`src/rtl/gpio_pkg.sv`:
```
package gpio_pkg;

  localparam int OFS_W  = 7;
  localparam int N_ATTR = 8;

  typedef enum logic [OFS_W-1:0] {
    OFS_VAL  = 7'h00,
    OFS_OE   = 7'h04,
    OFS_OD   = 7'h08,
    OFS_OINV = 7'h0C,
    OFS_PU   = 7'h18,
    OFS_PD   = 7'h1C,
    OFS_IEN  = 7'h20,
    OFS_IINV = 7'h24,
    OFS_SMP  = 7'h30
  } gpio_ofs_e;

  typedef enum logic [2:0] {
    A_VAL, A_OE, A_OD, A_OINV, A_PU, A_PD, A_IEN, A_IINV
  } gpio_attr_e;

  // Returns {hit, attribute index}; hit is 0 for the sample and unmapped offsets.
  function automatic logic [3:0] ofs_to_attr(input logic [OFS_W-1:0] o);
    logic [3:0] r;
    case (o)
      OFS_VAL:  r = {1'b1, A_VAL};
      OFS_OE:   r = {1'b1, A_OE};
      OFS_OD:   r = {1'b1, A_OD};
      OFS_OINV: r = {1'b1, A_OINV};
      OFS_PU:   r = {1'b1, A_PU};
      OFS_PD:   r = {1'b1, A_PD};
      OFS_IEN:  r = {1'b1, A_IEN};
      OFS_IINV: r = {1'b1, A_IINV};
      default:  r = 4'b0000;
    endcase
    return r;
  endfunction

endpackage

```
`src/rtl/gpio_bank_regs.sv`:
```
module gpio_bank_regs
  import gpio_pkg::*;
#(
  parameter int PINS = 16
) (
  input  logic              clk,
  input  logic              rst,
  input  logic              wr_en,
  input  logic              sel,
  input  logic [OFS_W-1:0]  ofs,
  input  logic [2*PINS-1:0] wdata,
  input  logic [PINS-1:0]   pad_in,
  output logic [2*PINS-1:0] rd_word,
  output logic [PINS-1:0]   ctl_val,
  output logic [PINS-1:0]   ctl_oe,
  output logic [PINS-1:0]   ctl_od,
  output logic [PINS-1:0]   ctl_oinv,
  output logic [PINS-1:0]   ctl_pu,
  output logic [PINS-1:0]   ctl_pd
);

  localparam int DW = 2 * PINS;

  logic [PINS-1:0] ctl [N_ATTR];
  logic [3:0]      hit;
  logic [PINS-1:0] set_m, clr_m;
  logic [N_ATTR*PINS-1:0] ctl_flat;

  assign hit   = ofs_to_attr(ofs);
  assign set_m = wdata[PINS-1:0];
  assign clr_m = wdata[DW-1:PINS];

  always_ff @(posedge clk) begin
    if (rst) begin
      for (int a = 0; a < N_ATTR; a++) ctl[a] <= '0;
    end else if (wr_en && sel && hit[3]) begin
      ctl[hit[2:0]] <= (ctl[hit[2:0]] | set_m) & ~clr_m;
    end
  end

  always_comb begin
    rd_word = '0;
    if (ofs == OFS_SMP)
      rd_word[PINS-1:0] = (pad_in ^ ctl[A_IINV]) & ctl[A_IEN];
    else if (hit[3])
      rd_word[PINS-1:0] = ctl[hit[2:0]];
  end

  generate
    for (genvar a = 0; a < N_ATTR; a++) begin : g_flat
      assign ctl_flat[a*PINS +: PINS] = ctl[a];
    end
  endgenerate

  assign ctl_val  = ctl[A_VAL];
  assign ctl_oe   = ctl[A_OE];
  assign ctl_od   = ctl[A_OD];
  assign ctl_oinv = ctl[A_OINV];
  assign ctl_pu   = ctl[A_PU];
  assign ctl_pd   = ctl[A_PD];


  clear_wins_chk: assert property (@(posedge clk) disable iff (rst)
    (wr_en && sel && ofs == OFS_VAL) |=> ((ctl_val & $past(clr_m)) == '0));


  set_takes_chk: assert property (@(posedge clk) disable iff (rst)
    (wr_en && sel && ofs == OFS_VAL) |=>
      ((ctl_val & $past(set_m & ~clr_m)) == $past(set_m & ~clr_m)));


  no_hit_hold_chk: assert property (@(posedge clk) disable iff (rst)
    (wr_en && sel && !hit[3]) |=> $stable(ctl_flat));

endmodule

```
`src/rtl/gpio_pad_drive.sv`:
```
module gpio_pad_drive #(
  parameter int PINS = 16
) (
  input  logic            clk,
  input  logic            rst,
  input  logic [PINS-1:0] ctl_val,
  input  logic [PINS-1:0] ctl_oe,
  input  logic [PINS-1:0] ctl_od,
  input  logic [PINS-1:0] ctl_oinv,
  input  logic [PINS-1:0] ctl_pu,
  input  logic [PINS-1:0] ctl_pd,
  output logic [PINS-1:0] pad_out,
  output logic [PINS-1:0] pad_oe,
  output logic [PINS-1:0] pad_pu,
  output logic [PINS-1:0] pad_pd
);

  logic [PINS-1:0] eff;
  assign eff = ctl_val ^ ctl_oinv;

  always_ff @(posedge clk) begin
    if (rst) begin
      pad_out <= '0;
      pad_oe  <= '0;
      pad_pu  <= '0;
      pad_pd  <= '0;
    end else begin
      pad_out <= eff & ~ctl_od;
      pad_oe  <= ctl_oe & ~(ctl_od & eff);
      pad_pu  <= ctl_pu;
      pad_pd  <= ctl_pd;
    end
  end


  od_release_chk: assert property (@(posedge clk) disable iff (rst)
    1'b1 |=> ((pad_oe & $past(ctl_od & (ctl_val ^ ctl_oinv))) == '0));


  pushpull_chk: assert property (@(posedge clk) disable iff (rst)
    1'b1 |=> ((pad_oe & ~$past(ctl_od)) == $past(ctl_oe & ~ctl_od)));

endmodule

```
`src/rtl/gpio_dual_bank.sv`:
```
module gpio_dual_bank
  import gpio_pkg::*;
#(
  parameter int PINS_PER_BANK = 16,
  parameter int NUM_BANKS     = 2,
  localparam int BSEL_W = $clog2(NUM_BANKS),
  localparam int ADDR_W = OFS_W + BSEL_W,
  localparam int DW     = 2 * PINS_PER_BANK,
  localparam int NPINS  = NUM_BANKS * PINS_PER_BANK
) (
  input  logic              clk,
  input  logic              rst,
  input  logic              wr_en,
  input  logic              rd_en,
  input  logic [ADDR_W-1:0] addr,
  input  logic [DW-1:0]     wdata,
  output logic [DW-1:0]     rdata,
  input  logic [NPINS-1:0]  pad_in,
  output logic [NPINS-1:0]  pad_out,
  output logic [NPINS-1:0]  pad_oe,
  output logic [NPINS-1:0]  pad_pu,
  output logic [NPINS-1:0]  pad_pd
);

  localparam int P = PINS_PER_BANK;

  logic [OFS_W-1:0]  ofs;
  logic [BSEL_W-1:0] bsel;
  logic [DW-1:0]     bank_word [NUM_BANKS];

  assign ofs  = addr[OFS_W-1:0];
  assign bsel = addr[ADDR_W-1:OFS_W];

  generate
    for (genvar b = 0; b < NUM_BANKS; b++) begin : g_bank
      logic [P-1:0] c_val, c_oe, c_od, c_oinv, c_pu, c_pd;

      gpio_bank_regs #(.PINS(P)) u_regs (
        .clk     (clk),
        .rst     (rst),
        .wr_en   (wr_en),
        .sel     (bsel == BSEL_W'(b)),
        .ofs     (ofs),
        .wdata   (wdata),
        .pad_in  (pad_in[b*P +: P]),
        .rd_word (bank_word[b]),
        .ctl_val (c_val),
        .ctl_oe  (c_oe),
        .ctl_od  (c_od),
        .ctl_oinv(c_oinv),
        .ctl_pu  (c_pu),
        .ctl_pd  (c_pd)
      );

      gpio_pad_drive #(.PINS(P)) u_drv (
        .clk     (clk),
        .rst     (rst),
        .ctl_val (c_val),
        .ctl_oe  (c_oe),
        .ctl_od  (c_od),
        .ctl_oinv(c_oinv),
        .ctl_pu  (c_pu),
        .ctl_pd  (c_pd),
        .pad_out (pad_out[b*P +: P]),
        .pad_oe  (pad_oe[b*P +: P]),
        .pad_pu  (pad_pu[b*P +: P]),
        .pad_pd  (pad_pd[b*P +: P])
      );
    end
  endgenerate

  always_ff @(posedge clk) begin
    if (rst)        rdata <= '0;
    else if (rd_en) rdata <= bank_word[bsel];
    else            rdata <= '0;
  end


  upper_zero_chk: assert property (@(posedge clk) disable iff (rst)
    rd_en |=> (rdata[DW-1:P] == '0));


  idle_zero_chk: assert property (@(posedge clk) disable iff (rst)
    !rd_en |=> (rdata == '0));

endmodule

```
`config.mk`:
```
export PLATFORM = sky130hd
export DESIGN_NAME = gpio_dual_bank
export DESIGN_NICKNAME = d
export VERILOG_FILES = /design/src/rtl/gpio_pkg.sv /design/src/rtl/gpio_bank_regs.sv /design/src/rtl/gpio_pad_drive.sv /design/src/rtl/gpio_dual_bank.sv
export SDC_FILE = /design/constraint.sdc
export NUM_CORES = 1
export LEC_CHECK = 0
export BUFFER_PORTS_ARGS = -buffer_cell sky130_fd_sc_hd__clkbuf_2
export CELL_PAD_IN_SITES_DETAIL_PLACEMENT = 1
export CELL_PAD_IN_SITES_GLOBAL_PLACEMENT = 1
export CORE_MARGIN = 1.5
export CORE_UTILIZATION = 35
export DETAILED_ROUTE_END_ITERATION = 12
export GPL_TIMING_DRIVEN = 0
export PLACE_DENSITY = 0.62
export SLEW_MARGIN = 25
export SYNTH_ARGS = -nofsm -noshare
export SYNTH_HDL_FRONTEND = slang
export SYNTH_HIERARCHICAL = 1
export SYNTH_SLANG_ARGS = --single-unit
```
`constraint.sdc`:
```
create_clock -name clk -period 7.25 [get_ports clk]
set_input_delay 1.0875 -clock clk [delete_from_list [all_inputs] [get_ports clk]]
set_output_delay 1.0875 -clock clk [all_outputs]
set_load 0.005 [all_outputs]
```
Word level (Yosys, flattened, before mapping):

Memories as Yosys holds them, arrays and structs flattened. A register that Yosys moved wholly into a read port is not among the register bits.
Index checks and enable logic that the tools add are counted.

* flip-flop bits (word level): 96
* RAM bits: 256
* input port bits: 76
* word-level logic and storage cells: 70
* memories kept: 2

Memory list
* g_bank[0].u_regs.ctl: depth 8, width 16, rd ports 9, clocked after memory_dff 2, write ports 8, RTL line gpio_bank_regs.sv:24 `logic [PINS-1:0] ctl [N_ATTR];`
* g_bank[1].u_regs.ctl: depth 8, width 16, rd ports 9, clocked after memory_dff 2, write ports 8, RTL line gpio_bank_regs.sv:24

* order comparisons: 1
* eq/ne operators: 8
* muxes and demuxes: 22
* bitwise operators: 24
* reductions and logical operators: 8

Operators by type and width (count)
* AND 16 bit: 10
* two-way mux 16 bit: 7
* inverter 16 bit: 5
* two-way mux 32 bit: 2
* XOR 16 bit: 4
* OR 16 bit: 2
* one-hot mux 4 bit (8 select lines): 1
* OR reduction 16 bit: 2
* equality test 7 x 6 -> 1 bit, second input constant: 3
* equality test 7 x 4 -> 1 bit, second input constant: 2
* equality test 7 x 5 -> 1 bit, second input constant: 2
* two-way mux 1 bit: 10
* equality test 7 x 3 -> 1 bit, second input constant: 1
* zero test 7 bit: 1
* two-way mux 3 bit: 2
* logical AND 1 bit: 4
* >= comparator 2 bit, second input constant: 1
* inverter 1 bit: 2
* inverter 1 -> 2 bit: 1
* OR reduction 2 bit: 1

Longest topological paths before layout:

Gate-level depths: netlist of the first run.

* depth in word-level cells: 8
* depth in mapped cells: 10
* mapped depth without buffers: 7

By module:

The synthesis of the first run kept the hierarchy.

Modules (own cells, without submodules)
* gpio_bank_regs (g_bank[0].u_regs): times used 1, cells each 597, area an instance 7338.3 um2
* gpio_bank_regs (g_bank[1].u_regs): times used 1, cells each 605, area an instance 7141.8 um2
* gpio_pad_drive: times used 2, cells each 167, area an instance 2049.5 um2
* gpio_dual_bank: times used 1, cells each 105, area an instance 1177.4 um2

Worst setup path after synthesis of the first run:

OpenSTA, ideal clock, no wires.

* kind: input to register
* from: in addr[2]
* to: mem g_bank[1].u_regs.ctl[3][0], enable pin
* library setup time: 0.375 ns
* arrival time: 2.925 ns
* required time: 6.875 ns
* setup slack: 3.950 ns
* cell stages on the path: 8
* buffers on the path: 3
* cell sequence: buf_4 -> nor4b_4 -> nand2_4 -> buf_6 -> buf_2 -> nor2_2 -> nand3_1 -> nand2b_1

RTL lines
* start, declared: RTL line gpio_dual_bank.sv:15 `input logic [ADDR_W-1:0] addr,`
* end, declared: RTL line gpio_bank_regs.sv:24

==> reports/results.ini, run 1 <==
[grt]
grt_max_degree = 17
antenna_found_initial = 5
grt_pass1_wl_um = 105000
grt_pass1_vias = 15800
gr-usage-all-layers = 0.251
gr-total-overflow = 0

[power_and_ir_drop]
finalPower_uw = 5630
ir_drop_mv = 0.136
power-per-cell-area_nw_per_um2 = 239
p_leak_uw = 0.00875

[routing]
wl_um = 73400
routed_via_density = 5.59
drc = 0
antenna_left = 0
dr_total_vias = 15200
wl_per_cell_um = 26.9
first_pass_iters = 5
drt-initial-drc-count = 1183

[logic_synthesis]
synth_edf_count = 256
syn_avg_cell_area_um2 = 12.0
ys_seq_area_frac = 0.551
yosysWarnings = 6
ys_async_sr_fraction = 0
ys_ff_latch = 416
synth_area_um2 = 19800
ys_types = 67
synth_cells = 1641
ys.flop_type = edfxtp_1

[critical_path]
slowest_stage = nand2b_1
crit_cells = 9
required_ns = 7.46
worstPathArrival_ns = 4.39
crit_family = simple AND/OR/NAND/NOR gates
reg2reg_slack_ns = 5.07
cp_cell_sequence = clkbuf_2 -> buf_4 -> nor4b_4 -> nand2_4 -> buf_6 -> buf_2 -> nor2_2 -> nand3_1 -> nand2b_1
crit_buf_inv = 4
crit_end = g_bank[1].u_regs/ctl[3][11]
startpoint_type = primary input
r2r_cells = 5
crit-reg2reg-launch = g_bank[0].u_regs/ctl[2][0]
path_class = primary input to flop
critical_path.startpoint = addr[2]
reg2reg_to = rdata[0]
critPathCaptureType = flop
critPathMaxStageDelay_ns = 0.84
crit_path_max_fanout = 16

[die]
start_util = 0.357
dieArea_um2 = 57900
rows = 86
die_w_um = 241
core-area_um2 = 55400
die_h_um = 241
floorplan.io_pins = 236

[clocking]
clock_latency_ns = 0.59
htreeDepth = 2
cts_root_buf = clkbuf_16
postCtsSetupRepairBufs = 0
ctsResizeCount = 0
cts_tree = built
cts_buffers = 47
cts_hold_buf = 0
cts.path.max_buffers = 3
cts_sinks = 416
clk_pin_slew_ns = 0.06

[sta]
slew_headroom = 0.251
rsz0062_at_grt = no
setup_tns_ns = 0
hold_violations = 0
layout_min_cycle_time_ns = 4.18
worst_hold_slack_ns = 0.481
setup_viol = 0
skew_ns = 0.0138
slew_viol_final = 0
tightest_slew_ns = 1.12
max_freq_mhz = 239
min_period_over_period = 0.577

[placed_design]
globalplace.congestion = 0.922
port_buffers = 220
dpl.hpwl_um = 54600
dpl-instance-area_um2 = 21900

[final_layout]
fin_nets = 2016
drive_above_1_share = 0.263
postLayoutCoreUtil = 0.426
area_growth_pct = 19.4
multiInputGateArea_um2 = 7950
regArea_um2 = 10900
fin_area_um2 = 23600
nFillCells = 5994

[run_status]
status = finished clean

[worst_hold_path]
hold_class = flop to flop

[run]
drv_cap = 0

-- synth_stat cells, types with 10 or more instances --
master     count  area, um^2
inv_1         22        82.6
mux2i_1       67         671
mux2_4        17         255
nand2_1       47         176
xnor2_1       20         175
o2111ai_1     15         131
and2b_1       10        75.1
dfxtp_1      160        3200
nor3_1       131         656
o21ai_0       21         105
buf_4         35         263
buf_1         33         124
o211a_1       20         200
a211oi_1     120         901
a21oi_1       62         310
buf_2         24         120
nand2b_1      29         181
o31ai_1       27         203
clkbuf_1      57         214
nor2_1        57         214
o211ai_1      15         113
a2111oi_4     15         413
mux2_2        45         507
nor3b_1       15         113
nand3_1       60         300
edfxtp_1     256        7690
o221ai_1      22         193
nor2b_1       58         363
nand4_1       26         163
xor2_1        44         385
nor3_2        19         190
-- layout by cell type, fill, tap and decap left out, drive strengths merged, types with 49 or more instances in the layout --
master | synthesis | routed
clkbuf | 57 | 352
buf | 108 | 108
a211oi | 133 | 133
nand2 | 49 | 49
dfxtp | 160 | 160
nor3 | 152 | 152
nand3 | 61 | 61
edfxtp | 256 | 256
nor2 | 58 | 58
mux2 | 62 | 62
nor2b | 58 | 58
mux2i | 68 | 68
a21oi | 69 | 69
-- worst register-to-register path: stages, from the launching register on --
cell and delay [ns]:
edfxtp_1 0.42, mux2_2 0.32, a211oi_2 0.63, o221ai_1 0.40, mux2i_1 0.23, nor2_1 0.06
-- cells by family (layout without fill, tap and decap cells) --
group	count (synthesis)	after routing	synth area share
and+or+nand+nor	479	479	0.136
DFF	416	416	0.551
AOI/OAI and AO/OA	361	361	0.158
buffers and inverters	189	496	0.0528
muxes	130	130	0.0737
xor gates and xnor gates	64	64	0.0284
other	2	34	0.000380
-- report_power, final --
| group | total (uW) | switching (uW) | internal [uW] |
|---|---|---|---|
| clock | 2520 | 1010 | 1510 |
| sequential | 2640 | 50.5 | 2590 |
| combinational | 472 | 314 | 158 |
-- registers in the layout, summed over array words and instances, names as in the netlist --
name                  cells
g_bank.u_drv/pad_oe      32
g_bank.u_drv/pad_out     32
g_bank.u_drv/pad_pd      32
g_bank.u_drv/pad_pu      32
g_bank.u_regs/ctl       256
rdata                    32
-- stage by stage --
| stage | worst slack [ns] | std cells |
|---|---|---|
| 5_1_grt | 3.04 | 2728 |
| 3_3_place_gp | 2.62 | 2639 |
| 3_5_place_dp | 2.54 | 2639 |
| 6_report | 3.07 | 2728 |
| 2_1_floorplan | 3.95 | 1671 |
| 4_1_cts | 3.11 | 2726 |
-- per-layer routing --
| layer | part of all wire | up-vias | wire, um | track usage |
|---|---|---|---|---|
| met4 | 0.034 | 4 | 2510 | 0.0831 |
| met5 | 0.00037 | - | 27 | 0 |
| met1 | 0.43 | 7701 | 31300 | 0.331 |
| li1 | - | 6787 | - | - |
| met2 | 0.46 | 613 | 33600 | 0.403 |
| met3 | 0.080 | 131 | 5880 | 0.0599 |
-- final cells by class --
cell class / instances / area share
antenna: 2 / 0.000212
buffer: 165 / 0.0404
clock buffer: 75 / 0.0661
clock inverter: 12 / 0.00403
inverter: 24 / 0.00382
multi-input combinational: 1066 / 0.337
sequential: 416 / 0.462
tap: 748 / 0.0397
timing repair buffer: 220 / 0.0467
-- worst min-delay path by stage --
stage | start | endpoint | slack (ns) | cells after the start
5_1_grt | g_bank[0].u_regs/ctl[2][0] | g_bank[0].u_drv/pad_out[0] | 0.50 | 1
4_1_cts | g_bank[0].u_regs/ctl[2][3] | g_bank[0].u_drv/pad_out[3] | 0.48 | 1
2_1_floorplan | g_bank[1].u_regs/ctl[2][12] | g_bank[1].u_drv/pad_out[12] | 0.43 | 1
3_3_place_gp | g_bank[0].u_regs/ctl[2][0] | g_bank[0].u_drv/pad_out[0] | 0.46 | 1
3_5_place_dp | g_bank[1].u_regs/ctl[5][0] | g_bank[1].u_drv/pad_pd[0] | 0.47 | 1
6_report | g_bank[0].u_regs/ctl[2][3] | g_bank[0].u_drv/pad_out[3] | 0.48 | 1
Note: power is estimated with default switching activity, not from simulation.
==> run 2, diff against run 1 <==
- PLACE_DENSITY: 0.62 -> 0.65
- clock period: 7.25 -> 3.4 ns (I/O delays scaled with it)
==> run 2 against run 1 <==
Compared with the run above:
- clock skew is 0.0014 ns lower
- routed wire length is 0.46% lower
- register-to-register slack worse by 3.8 ns
- via count is 0.33% higher
- final cell count is 0.15% higher
- sequential power is 110% higher
==> reports/results.ini, run 2 (synthesis results as in run 1) <==
[critical_path]
reg2reg_slack_ns = 1.27  ; -3.80 ns
slowest_stage = nand4b_1
cp_cell_sequence = clkbuf_2 -> or3_1 -> clkbuf_1 -> clkbuf_1 -> nor2_1 -> nand4b_1 -> clkbuf_2 -> o22ai_1 -> mux2i_1 -> nor2_1
critical_path.startpoint = addr[1]
crit_cells = 10  ; +1
crit_buf_inv = 4  ; unchanged
crit_path_max_fanout = 10  ; -6
critPathCaptureType = flop
crit_end = rdata[15]
startpoint_type = primary input
r2r_cells = 5  ; unchanged
worstPathArrival_ns = 3.75  ; -0.64 ns
crit_family = simple AND/OR/NAND/NOR gates
crit-reg2reg-launch = g_bank[0].u_regs/ctl[2][1]
path_class = primary input to flop
critPathMaxStageDelay_ns = 0.54  ; -0.30 ns
required_ns = 3.84  ; -3.62 ns
reg2reg_to = rdata[1]

[die]
die_w_um = 241  ; unchanged
dieArea_um2 = 57900  ; unchanged
core-area_um2 = 55400  ; unchanged
die_h_um = 241  ; unchanged
start_util = 0.357  ; unchanged
rows = 86  ; unchanged
floorplan.io_pins = 236  ; unchanged

[sta]
slew_viol_final = 0  ; unchanged
tightest_slew_ns = 1.14  ; +0.0194 ns
hold_violations = 0  ; unchanged
min_period_over_period = 0.974
rsz0062_at_grt = no
layout_min_cycle_time_ns = 3.31
slew_headroom = 0.238  ; -0.0130
max_freq_mhz = 302
setup_viol = 0  ; unchanged
skew_ns = 0.0125  ; -0.00136 ns
timing.final.ws_setup_ns = 0.0876  ; -2.98 ns

[power_and_ir_drop]
ir_drop_mv = 0.316  ; +130%
p_int_uw = 8870  ; +110%
p_clk_frac = 0.436  ; -0.011
finalPower_uw = 11800  ; +110%
power_frac_comb = 0.086  ; +0.002
switching_share = 0.246  ; +0.00235
switching_power_uw = 2890  ; +110%
p_leak_uw = 0.00872  ; -0.37%
power-per-cell-area_nw_per_um2 = 500  ; +110%
p_seq_frac = 0.479  ; +0.010

[placed_design]
globalplace.congestion = 0.924  ; +0.20%
dp.cells = 2639  ; unchanged
port_buffers = 220  ; unchanged
dpl.hpwl_um = 54100  ; -0.88%
pre_cts_slack_ns = -0.710  ; -3.25 ns

[final_layout]
nFillCells = 6008  ; +0.23%
regArea_um2 = 10900  ; unchanged
fin_nets = 2019  ; +0.15%
final_cells = 2732  ; +0.15%
regMostFlops = g_bank.u_regs/ctl
drive_above_1_share = 0.265  ; +0.00162
layout_commonest_cell = edfxtp_1
area_growth_pct = 19.1
largest_register_ffs = 256  ; unchanged
postLayoutCoreUtil = 0.424  ; -0.00106
final_cell_mix = edfxtp_1 (256), clkbuf_2 (221), dfxtp_1 (160), nor3_1 (130), a211oi_1 (120)
multiInputGateArea_um2 = 7970  ; +0.25%

[routing]
drt-initial-drc-count = 1331  ; +13%
routed_via_density = 5.60  ; +0.18%
drc = 0  ; unchanged
antenna_left = 0  ; unchanged
dr_total_vias = 15300  ; +0.33%
first_pass_iters = 5  ; unchanged
wl_per_cell_um = 26.7  ; -0.60%
wl_um = 73000  ; -0.46%

[worst_hold_path]
hold_class = primary input to flop

[run_status]
status = finished clean

[clocking]
cts_sinks = 416  ; unchanged
cts_hold_buf = 0  ; unchanged
cts_buffers = 47  ; unchanged
htreeDepth = 2  ; unchanged
cts_tree = built
clk_pin_slew_ns = 0.06  ; about the same
cts_root_buf = clkbuf_16
cts.path.max_buffers = 3  ; unchanged
clock_latency_ns = 0.58  ; about the same

[grt]
grt_pass1_wl_um = 105000  ; -0.60%
antenna_found_initial = 6  ; +1
grt_max_degree = 17  ; unchanged
grt_pass1_vias = 15900  ; +1.2%
gr-total-overflow = 0  ; unchanged
gr-usage-all-layers = 0.248  ; -0.00240

[run]
drv_cap = 0  ; unchanged

## run 2: cell count changes in the layout (fill, tap and decap cells not counted), moves of 2 or more
cell	delta
nand2b_1	-6
clkbuf_4	-2
nand2b_2	+6
clkbuf_8	-5
clkinv_4	+2
clkbuf_16	-4
inv_4	+4
buf_4	+3
clkbuf_1	+7
clkinvlp_4	-2
## run 2: how the worst min path moves through the flow
| stage | startpoint | endpoint | slack (ns) | cells after the start |
|---|---|---|---|---|
| detailed placement | g_bank[1].u_regs/ctl[5][0] | g_bank[1].u_drv/pad_pd[0] | 0.46 | 1 |
| global route | wdata[8] | g_bank[1].u_regs/ctl[7][8] | 0.41 | 3 |
| floorplan | g_bank[1].u_regs/ctl[2][12] | g_bank[1].u_drv/pad_out[12] | 0.43 | 1 |
| CTS | wdata[8] | g_bank[1].u_regs/ctl[3][8] | 0.38 | 3 |
| finish | wdata[8] | g_bank[1].u_regs/ctl[7][8] | 0.40 | 3 |
| global placement | g_bank[0].u_regs/ctl[2][1] | g_bank[0].u_drv/pad_out[1] | 0.46 | 1 |
## run 2: routing by layer
metal,wire (um),global-route usage
met1,30800,0.321
met3,5830,0.0645
met4,2850,0.0997
met5,50,0
met2,33500,0.395
## run 2: repair_timing
item / 4_1_cts / 5_1_grt
resized for setup: 2 / 8
buffers inserted: 0 / 3
setup endpoints to repair: 32 / 83
pin swaps: 0 / 1
## run 2: cell type report
class / instances / area share
Inverter: 24 / 0.00383
Multi-Input combinational cell: 1066 / 0.339
Clock inverter: 16 / 0.00633
Clock buffer: 71 / 0.0595
Timing Repair Buffer: 223 / 0.0478
Antenna cell: 3 / 0.000319
Tap cell: 748 / 0.0398
Buffer: 165 / 0.0405
Sequential cell: 416 / 0.463
## run 2: power by group through the flow
stage | clock network (uW) | logic [uW] | registers (uW)
floorplan | 0 | 571 | 5710
global placement | 0 | 970 | 5730
detailed placement | 0 | 986 | 5740
CTS | 5210 | 992 | 5630
global route | 5400 | 1070 | 5650
finish | 5120 | 1010 | 5630
## run 2: worst register-to-register path, cell delays in order (launching register included)
cell	delay, ns
edfxtp_1	0.42
mux2_2	0.32
a211oi_2	0.59
o221ai_1	0.39
mux2i_1	0.22
nor2_1	0.06
## run 2: through the flow
stage	hold slack, ns	TNS, ns	area [um^2]
2_1_floorplan	0.435	0	19900
3_3_place_gp	0.463	-79.18	21900
3_5_place_dp	0.458	-77.98	21900
4_1_cts	0.383	0	23500
5_1_grt	0.407	0	23500
6_report	0.404	0	23500
